`config.mk`:
```
export PLATFORM = sky130hd
export DESIGN_NAME = dmam_burst_master
export DESIGN_NICKNAME = d
export VERILOG_FILES = /design/src/rtl/dmam_pkg.sv /design/src/rtl/dmam_cnt.sv /design/src/rtl/dmam_cmd_check.sv /design/src/rtl/dmam_burst_master.sv
export SDC_FILE = /design/constraint.sdc
export NUM_CORES = 1
export LEC_CHECK = 0
export ABC_CLOCK_PERIOD_IN_PS = 3200
export CELL_PAD_IN_SITES_DETAIL_PLACEMENT = 1
export CELL_PAD_IN_SITES_GLOBAL_PLACEMENT = 1
export CORE_MARGIN = 8
export CORE_UTILIZATION = 34
export DETAILED_ROUTE_END_ITERATION = 8
export GPL_ROUTABILITY_DRIVEN = 0
export PLACE_DENSITY_LB_ADDON = 0.1
export SLEW_MARGIN = 20
export SYNTH_ARGS = -nofsm -noshare
export SYNTH_HDL_FRONTEND = slang
export SYNTH_SLANG_ARGS = --single-unit
```
`constraint.sdc`:
```
create_clock -name clk -period 3.2 [get_ports clk]
set_input_delay 0.64 -clock clk [delete_from_list [all_inputs] [get_ports clk]]
set_output_delay 0.64 -clock clk [all_outputs]
set_load 0.01 [all_outputs]
```
`src/rtl/dmam_pkg.sv`:
```
package dmam_pkg;

  localparam int BUS_W = 32;

  typedef enum logic [2:0] {
    S_IDLE,
    S_REQ,
    S_ADDR,
    S_WDATA,
    S_RDATA,
    S_DRAIN
  } dmam_state_e;

  // Clear word-address bits the host cannot reach, then rotate so the
  // top five word-address bits land in the low five bus bits.
  function automatic logic [BUS_W-1:0] dmam_pack_addr(input logic [31:0] waddr,
                                                      input int wa_bits);
    logic [31:0] m;
    for (int i = 0; i < 32; i++) m[i] = (i < wa_bits) ? waddr[i] : 1'b0;
    return {m[26:0], m[31:27]};
  endfunction

endpackage

```
`src/rtl/dmam_cnt.sv`:
```
module dmam_cnt #(
  parameter int W = 8
) (
  input  logic         clk,
  input  logic         rst,
  input  logic         load,
  input  logic [W-1:0] load_val,
  input  logic         dec,
  output logic [W-1:0] value,
  output logic         zero
);
  always_ff @(posedge clk) begin
    if (rst)       value <= '0;
    else if (load) value <= load_val;
    else if (dec)  value <= value - W'(1);
  end
  assign zero = (value == '0);
endmodule

```
`src/rtl/dmam_cmd_check.sv`:
```
module dmam_cmd_check #(
  parameter int MAX_WORDS   = 64,
  parameter int BOUND_WORDS = 512,
  parameter int LEN_W       = 8,
  parameter int OFF_W       = 9
) (
  input  logic [OFF_W-1:0] offset,
  input  logic [LEN_W-1:0] words,
  output logic             ok
);
  localparam int SUM_W = ((OFF_W > LEN_W) ? OFF_W : LEN_W) + 1;

  logic [SUM_W-1:0] end_pos;

  always_comb begin
    end_pos = SUM_W'(offset) + SUM_W'(words);
    ok = (words != '0) &&
         (words <= LEN_W'(MAX_WORDS)) &&
         (end_pos <= SUM_W'(BOUND_WORDS));
  end
endmodule

```
`src/rtl/dmam_burst_master.sv`:
```
module dmam_burst_master
  import dmam_pkg::*;
#(
  parameter int MAX_WORDS   = 64,
  parameter int BOUND_BYTES = 2048,
  parameter int HOST_BA_W   = 32,
  parameter int LEN_W       = $clog2(MAX_WORDS) + 2
) (
  input  logic             clk,
  input  logic             rst,
  input  logic             cmd_valid,
  input  logic             cmd_write,
  input  logic [31:0]      cmd_waddr,
  input  logic [LEN_W-1:0] cmd_words,
  output logic             cmd_ready,
  output logic             cmd_reject,
  output logic             xfer_done,
  output logic             xfer_abort,
  input  logic [31:0]      wr_data,
  output logic             wr_pop,
  output logic             rd_valid,
  output logic [31:0]      rd_data,
  output logic             rreq_n,
  output logic             wreq_n,
  input  logic             ack_n,
  input  logic             err_n,
  input  logic [31:0]      ad_in,
  output logic [31:0]      ad_out,
  output logic             ad_oe
);
  localparam int BOUND_WORDS = BOUND_BYTES / 4;
  localparam int OFF_W       = $clog2(BOUND_WORDS);
  localparam int WA_BITS     = HOST_BA_W - 2;

  dmam_state_e      state;
  logic             dir_wr, req_q, cmd_ok;
  logic [31:0]      waddr_q;
  logic [LEN_W-1:0] words_q;
  logic             ack, err, in_xfer, hit_err, granted, rd_take;
  logic             req_dec, beat_ld, beat_dec, req_zero, beat_zero;
  logic [LEN_W-1:0] req_val, beat_val, beat_ld_val;

  assign ack = ~ack_n;
  assign err = ~err_n;

  dmam_cmd_check #(
    .MAX_WORDS(MAX_WORDS), .BOUND_WORDS(BOUND_WORDS), .LEN_W(LEN_W), .OFF_W(OFF_W)
  ) u_check (
    .offset(cmd_waddr[OFF_W-1:0]), .words(cmd_words), .ok(cmd_ok)
  );

  always_comb begin
    in_xfer     = (state == S_REQ) || (state == S_ADDR) ||
                  (state == S_WDATA) || (state == S_RDATA);
    hit_err     = in_xfer && ack && err;
    granted     = (state == S_REQ) && ack && !err;
    req_dec     = ((state == S_ADDR) || (state == S_WDATA) || (state == S_RDATA)) &&
                  !req_zero && !hit_err;
    beat_ld     = (state == S_ADDR) && !hit_err;
    beat_ld_val = dir_wr ? (words_q - LEN_W'(1)) : words_q;
    rd_take     = (state == S_RDATA) && ack && !err;
    wr_pop      = !hit_err && (((state == S_ADDR) && dir_wr) ||
                               ((state == S_WDATA) && !beat_zero));
    beat_dec    = ((state == S_WDATA) && !hit_err && !beat_zero) || rd_take;
  end

  // Cycles the request stays low after the address cycle
  dmam_cnt #(.W(LEN_W)) u_req_cnt (
    .clk(clk), .rst(rst), .load(granted), .load_val(words_q - LEN_W'(1)),
    .dec(req_dec), .value(req_val), .zero(req_zero)
  );

  // Data words still to move
  dmam_cnt #(.W(LEN_W)) u_beat_cnt (
    .clk(clk), .rst(rst), .load(beat_ld), .load_val(beat_ld_val),
    .dec(beat_dec), .value(beat_val), .zero(beat_zero)
  );

  always_ff @(posedge clk) begin
    if (rst) begin
      state      <= S_IDLE;
      dir_wr     <= 1'b0;
      req_q      <= 1'b0;
      waddr_q    <= '0;
      words_q    <= '0;
      ad_out     <= '0;
      ad_oe      <= 1'b0;
      rd_valid   <= 1'b0;
      rd_data    <= '0;
      cmd_reject <= 1'b0;
      xfer_done  <= 1'b0;
      xfer_abort <= 1'b0;
    end else begin
      cmd_reject <= 1'b0;
      xfer_done  <= 1'b0;
      xfer_abort <= 1'b0;
      rd_valid   <= 1'b0;
      if (hit_err) begin
        req_q      <= 1'b0;
        ad_oe      <= 1'b0;
        ad_out     <= '0;
        xfer_abort <= 1'b1;
        state      <= S_DRAIN;
      end else begin
        unique case (state)
          S_IDLE: if (cmd_valid) begin
            if (cmd_ok) begin
              dir_wr  <= cmd_write;
              waddr_q <= cmd_waddr;
              words_q <= cmd_words;
              req_q   <= 1'b1;
              state   <= S_REQ;
            end else begin
              cmd_reject <= 1'b1;
            end
          end
          S_REQ: if (ack) begin
            ad_out <= dmam_pack_addr(waddr_q, WA_BITS);
            ad_oe  <= 1'b1;
            state  <= S_ADDR;
          end
          S_ADDR: begin
            if (req_zero) req_q <= 1'b0;
            if (dir_wr) begin
              ad_out <= wr_data;
              state  <= S_WDATA;
            end else begin
              ad_out <= '0;
              ad_oe  <= 1'b0;
              state  <= S_RDATA;
            end
          end
          S_WDATA: begin
            if (req_zero) req_q <= 1'b0;
            if (beat_zero) begin
              ad_out    <= '0;
              ad_oe     <= 1'b0;
              req_q     <= 1'b0;
              xfer_done <= 1'b1;
              state     <= S_DRAIN;
            end else begin
              ad_out <= wr_data;
            end
          end
          S_RDATA: begin
            if (req_zero) req_q <= 1'b0;
            if (rd_take) begin
              rd_valid <= 1'b1;
              rd_data  <= ad_in;
              if (beat_val == LEN_W'(1)) begin
                req_q     <= 1'b0;
                xfer_done <= 1'b1;
                state     <= S_DRAIN;
              end
            end
          end
          S_DRAIN: if (!ack) state <= S_IDLE;
          default: state <= S_IDLE;
        endcase
      end
    end
  end

  assign cmd_ready = (state == S_IDLE);
  assign rreq_n    = !(req_q && !dir_wr);
  assign wreq_n    = !(req_q && dir_wr);

  logic unused_ok;
  assign unused_ok = ^req_val;
endmodule

```
# Word level (Yosys, flattened, before mapping)
# Cells that the tools add are included.
# W data, S select, Z words.
[word_totals] register_bits=128 in_bits=110 out_inout_bits=73 wordCells=134
[op_classes] n_addsub=4 n_lt_le_gt_ge=2 eq_ne=21 muxes=37 n_bitwise=6 n_reduce_logical=49
[ops] operator="$mux W32" count=3
[ops] operator="$pmux W32 S3" count=1
[ops] operator="$mux W8" count=5
[ops] operator="$mux W3" count=9
[ops] operator="$sub A8 B1 Y8 const B" count=3
[ops] operator="$logic_and A1 B1 Y1" count=18
[ops] operator="$pmux W3 S6" count=1
[ops] operator="$logic_not A8 Y1" count=2
[ops] operator="$mux W1" count=15
[ops] operator="$reduce_and A7 Y1" count=2
[ops] operator="$ne A2 B2 Y1 const B" count=6
[ops] operator="$ne A3 B3 Y1 const B" count=4
[ops] operator="$add A9 B8 Y10" count=1
[ops] operator="$le A10 B10 Y1 const B" count=1
[ops] operator="$eq A8 B1 Y1 const B" count=1
[ops] operator="$le A8 B7 Y1 const B" count=1
[ops] operator="$reduce_and A4 Y1" count=2
[ops] operator="$reduce_bool A8 Y1" count=1
[ops] operator="$logic_or A1 B1 Y1" count=7
[ops] operator="$eq A3 B2 Y1 const B" count=2
[ops] operator="$eq A3 B3 Y1 const B" count=2
[ops] operator="$logic_not A1 Y1" count=6
[ops] operator="$ne A3 B2 Y1 const B" count=2
[ops] operator="$not A1 Y1" count=6
[ops] operator="15 further kinds" count=18

# Depth between registers and ports, before layout
# Gate-level depths: netlist of the first run.
[logic_depth] ltp_word=12 mapped_depth=9 mapped_depth_nobuf=8

# Cells and area by module
# A second synthesis of the first run with hierarchy kept.
[hier_totals] hier_cells=726 hier_area_um2=5854.4
[modules_own_cells] mod="dmam_burst_master" n_inst=1 cells_each=561 area_per_inst_um2=4491.8 seq_area_each_um2=2242.2
[modules_own_cells] mod="dmam_cnt" n_inst=2 cells_each=56 area_per_inst_um2=473.0 seq_area_each_um2=160.2
[modules_own_cells] mod="dmam_cmd_check" n_inst=1 cells_each=53 area_per_inst_um2=416.6 seq_area_each_um2=0.0

# Least setup slack after synthesis of the first run
# Ideal clock, no wire load.
[synth_path] kind="input -> register" start="input port cmd_waddr[0]" end="register waddr_q[0]" setup_time_ps=136 arrival_time_ps=2851 t_required_ps=3064 slack_ps=213 cell_stages=9 n_path_buf=1 cell_sequence="ha_1 fa_1 xor2_1 a2111oi_2 o21a_2 o2111ai_4 nor4b_4 buf_6 o32ai_1"
[synth_via] elab_chain_len=4
[synth_rtl] item="start, declared" line="dmam_burst_master.sv:13" source="input logic [31:0] cmd_waddr,"
[synth_rtl] item="$add A9 B8 Y10" line="dmam_cmd_check.sv:16" source="end_pos = SUM_W'(offset) + SUM_W'(words);"
[synth_rtl] item="$le A10 B10 Y1" line="dmam_cmd_check.sv:19" source="(end_pos <= SUM_W'(BOUND_WORDS));"
[synth_rtl] item="$logic_and A1 B1 Y1" line="dmam_cmd_check.sv:18" source="(words <= LEN_W'(MAX_WORDS)) &&"
[synth_rtl] item="$reduce_and A4 Y1 (no line)"
[synth_rtl] item="end signal, assigned" line="dmam_burst_master.sv:109" source="waddr_q <= cmd_waddr;"
[synth_rtl] item="end, declared" line="dmam_burst_master.sv:37" source="logic [31:0] waddr_q;"
# Parallel ways exist; a longest one is shown, timed or not.
# A chain may end at the register's enable or synchronous reset.

# Worst setup path in the final report of the first run
[layout_path] start="input port cmd_waddr[0]" end="register waddr_q[20]"
[layout_via] elab_chain_len=4
[layout_rtl] item="$add A9 B8 Y10" line="dmam_cmd_check.sv:16"
[layout_rtl] item="$le A10 B10 Y1" line="dmam_cmd_check.sv:19"
[layout_rtl] item="$logic_and A1 B1 Y1" line="dmam_cmd_check.sv:18"
[layout_rtl] item="$reduce_and A4 Y1 (no line)"
# Every way passes these cells.

==> results of run 1 <==
[layout by cell type (no fill, tap or decap), drive strengths merged, types with 2 or more instances in the layout]
master,n
bufinv,2
xor2,15
o311a,3
or3,3
nand4,2
clkdlybuf4s50,178
ha,14
dfxtp,128
a221oi,31
and2,3
clkbuf,18
nor4,5
nand3b,4
nor3b,3
o21a,2
nor3,42
xnor2,17
a2111oi,2
inv,17
nand3,48
nand2,115
a211oi,15
a21oi,48
buf,36
a211o,2
o21ai,13
clkinvlp,2
nor4b,2
nor2,72
o32ai,37
o21bai,3
clkinv,8
a22oi,2
[path summary, 6_finish.rpt]
kind | start | to | slack (ps) | depth (start not counted)
worst max-delay path | cmd_waddr[0] | waddr_q[20] | 160 | 10
worst min-delay path | rd_data[17] | rd_data[17] | 450 | 2
worst max register to register | state[2] | u_beat_cnt.value[4] | 750 | 7
worst min register to register | rd_data[17] | rd_data[17] | 450 | 2
[layout make-up]
type	count	area, µm²	area share (%)
Clock inverter	13	138.9	1.585
Tap cell	225	281.5	3.213
Inverter	16	60.06	0.6854
Clock buffer	18	439.2	5.012
Sequential cell	128	2562	29.24
Timing Repair Buffer	215	2100	23.96
Multi-Input combinational cell	524	3181	36.30
[state kept, by name, indices dropped and copies added (netlist names), 3 cells and up]
name and flops:
ad_out 32, rd_data 32, state 3, u_beat_cnt.value 8, u_req_cnt.value 8, waddr_q 30, words_q 8
[worst max-delay path, stage by stage]
cell and delay, ps:
clkdlybuf4s50_1 450, ha_1 250, fa_2 380, xor2_1 160
a2111oi_2 350, o21a_2 210, o2111ai_4 160, nor4b_4 330
buf_12 230, o32ai_1 110
[power by group]
part	total (mW)	switching (mW)	leakage, nW	internal [mW]
Combinational	2.34	1.23	1.73	1.11
Clock	1.90	0.740	0.282	1.16
Sequential	2.16	0.260	1.04	1.90
Total	6.40	2.23	3.05	4.17
[cell families after synthesis]
group,after synthesis
muxes,1
xor gates and xnor gates,32
DFF,128
adders and majority gates,15
buffers and inverters,77
and+or+nand+nor,307
AOI/OAI and AO/OA,169
[through the flow]
stage,instance area (µm²),TNS (ps),util [%],cells,setup WS [ps]
after floorplan,6027,0,-,729,212.7
after detailed placement,8167,-16520,47.22,1107,-424.1
after global placement,8167,-11750,47.22,1107,-305.7
after CTS,8757,0,50.63,1139,10.56
final,8762,0,50.66,1139,163.4
after global routing,8762,0,50.66,1139,25.76
[metal layers]
layer	part of all wire (%)	track usage [%]	vias to the layer above
li1	-	-	2972
met1	43	22.84	2981
met2	49	33.26	160
met3	6.3	5.734	25
met4	1.4	6.714	0
met5	0	0	-
[timing repair]
action | 4_1_cts | 5_1_grt
endpoints found under the setup margin | 2 | 42
buffers inserted | 1 | 0
pin swaps | 1 | 4
gates resized for setup | 1 | 2
==> flow_metrics.tcl, run 1 <==
set metrics [dict create \
    diodes 0 \
    synth_seq_cells 128 \
    io_pins 183 \
    final_nets 1027 \
    hold_viol 0 \
    yosys.area.top_type "dfxtp_1" \
    cts-buffers-inserted 17 \
    htreeDepth 4 \
    grt_max_degree 42 \
    yosys.area_share.simple_pct 23.27 \
    port_buffers 180 \
    synth.top_cell.area_share_pct 42.52 \
    end_kind "flip-flop" \
    yosys_most_used_dff "dfxtp_1" \
    start_kind "input pin" \
    place_hpwl_um 16050 \
    ys_warn_count 0 \
    root_buffer "clkbuf_16" \
    synth_fa_ha_area_share_pct 3.239 \
    avgSynthCellArea_um2 8.268 \
    synth-xor-area-share_pct 4.650 \
    grtUsageTotal_pct 19.49 \
    power.total_mw 6.401 \
    ys_types 59 \
    synthMostInstantiatedCell "dfxtp_1" \
    min_path_type "flip-flop to flip-flop" \
    grt_pass1_vias 6661 \
    cp.arrival_ps 3310 \
    cts.hold.buffers_added 0 \
    report.final.setup_viol 0 \
    syn_area_um2 6027 \
    synth_edf_count 0 \
    routed_wirelength_um 21890 \
    ys_async_sr_fraction_pct 0 \
    synth_nets 854 \
    dieArea_um2 22240 \
    synth.area.mux_share_pct 0.1661 \
    die_y_um 149.1 \
    antenna_found_initial 0 \
    avgRoutedWirePerCell_um 19.22 \
    dr.pass1.iters 4 \
    pwr_density_cell_nw_per_um2 730.5 \
    p_leak_nw 3.050 \
    overflow 0 \
    die_w_um 149.1 \
    drv_slew 0 \
    fmax_mhz 329.3 \
    cts_buffer_depth 2 \
    ant_nets 0 \
    rsz0062_at_grt "no" \
    grt_pass1_wl_um 35110 \
    synth_compound_area_share_pct 20.82 \
    period_share_pct 94.89 \
    whs_ps 453.9 \
    area_delta_synth_final_pct 45.38 \
    fin_skew_ps 9.880 \
    core.rowCount 48 \
    ys_seq_area_share_pct 42.52 \
    synth.area.top_cells "dfxtp_1, nand2_1, o32ai_1, a221oi_1, nor2_1" \
    synthTopCellsByCount "dfxtp_1, nand2_1, nor2_1" \
    synth_top_family_by_area "simple AND/OR/NAND/NOR gates" \
    drc 0 \
    cp_max_fo 29 \
    required_ps 3470 \
    initial_core_util_pct 34.85 \
    ir_drop_v 0.0004384 \
    core_region_area_um2 17300 \
    avgViaCountPerCell 5.389 \
    critPathKind "input pin to flip-flop" \
    first_iter_violations 322 \
    nFillCells 2038 \
    clkTransAtPathRegs_ps 60 \
    status "finished clean" \
    maxCapViolations 0 \
    num_vias 6138 \
    max-slew-margin-rel_pct 50.45 \
    clkSinkCount 128 \
    cts_tree "yes" \
    worstSkewPairLatency_ps 420 \
    synthCells 729 \
    tightest_slew_ps 743.3 \
    layout-drive-gt1-share_pct 9.190 \
    period_needed_ps 3037 \
]
No activity file was read; power rests on OpenSTA's default activity.
==> run 2, diff against run 1 <==
SLEW_MARGIN = default   (was 20)
==> results of run 2 <==
No change in the layout: final DEF, timing and power equal those of run 1.
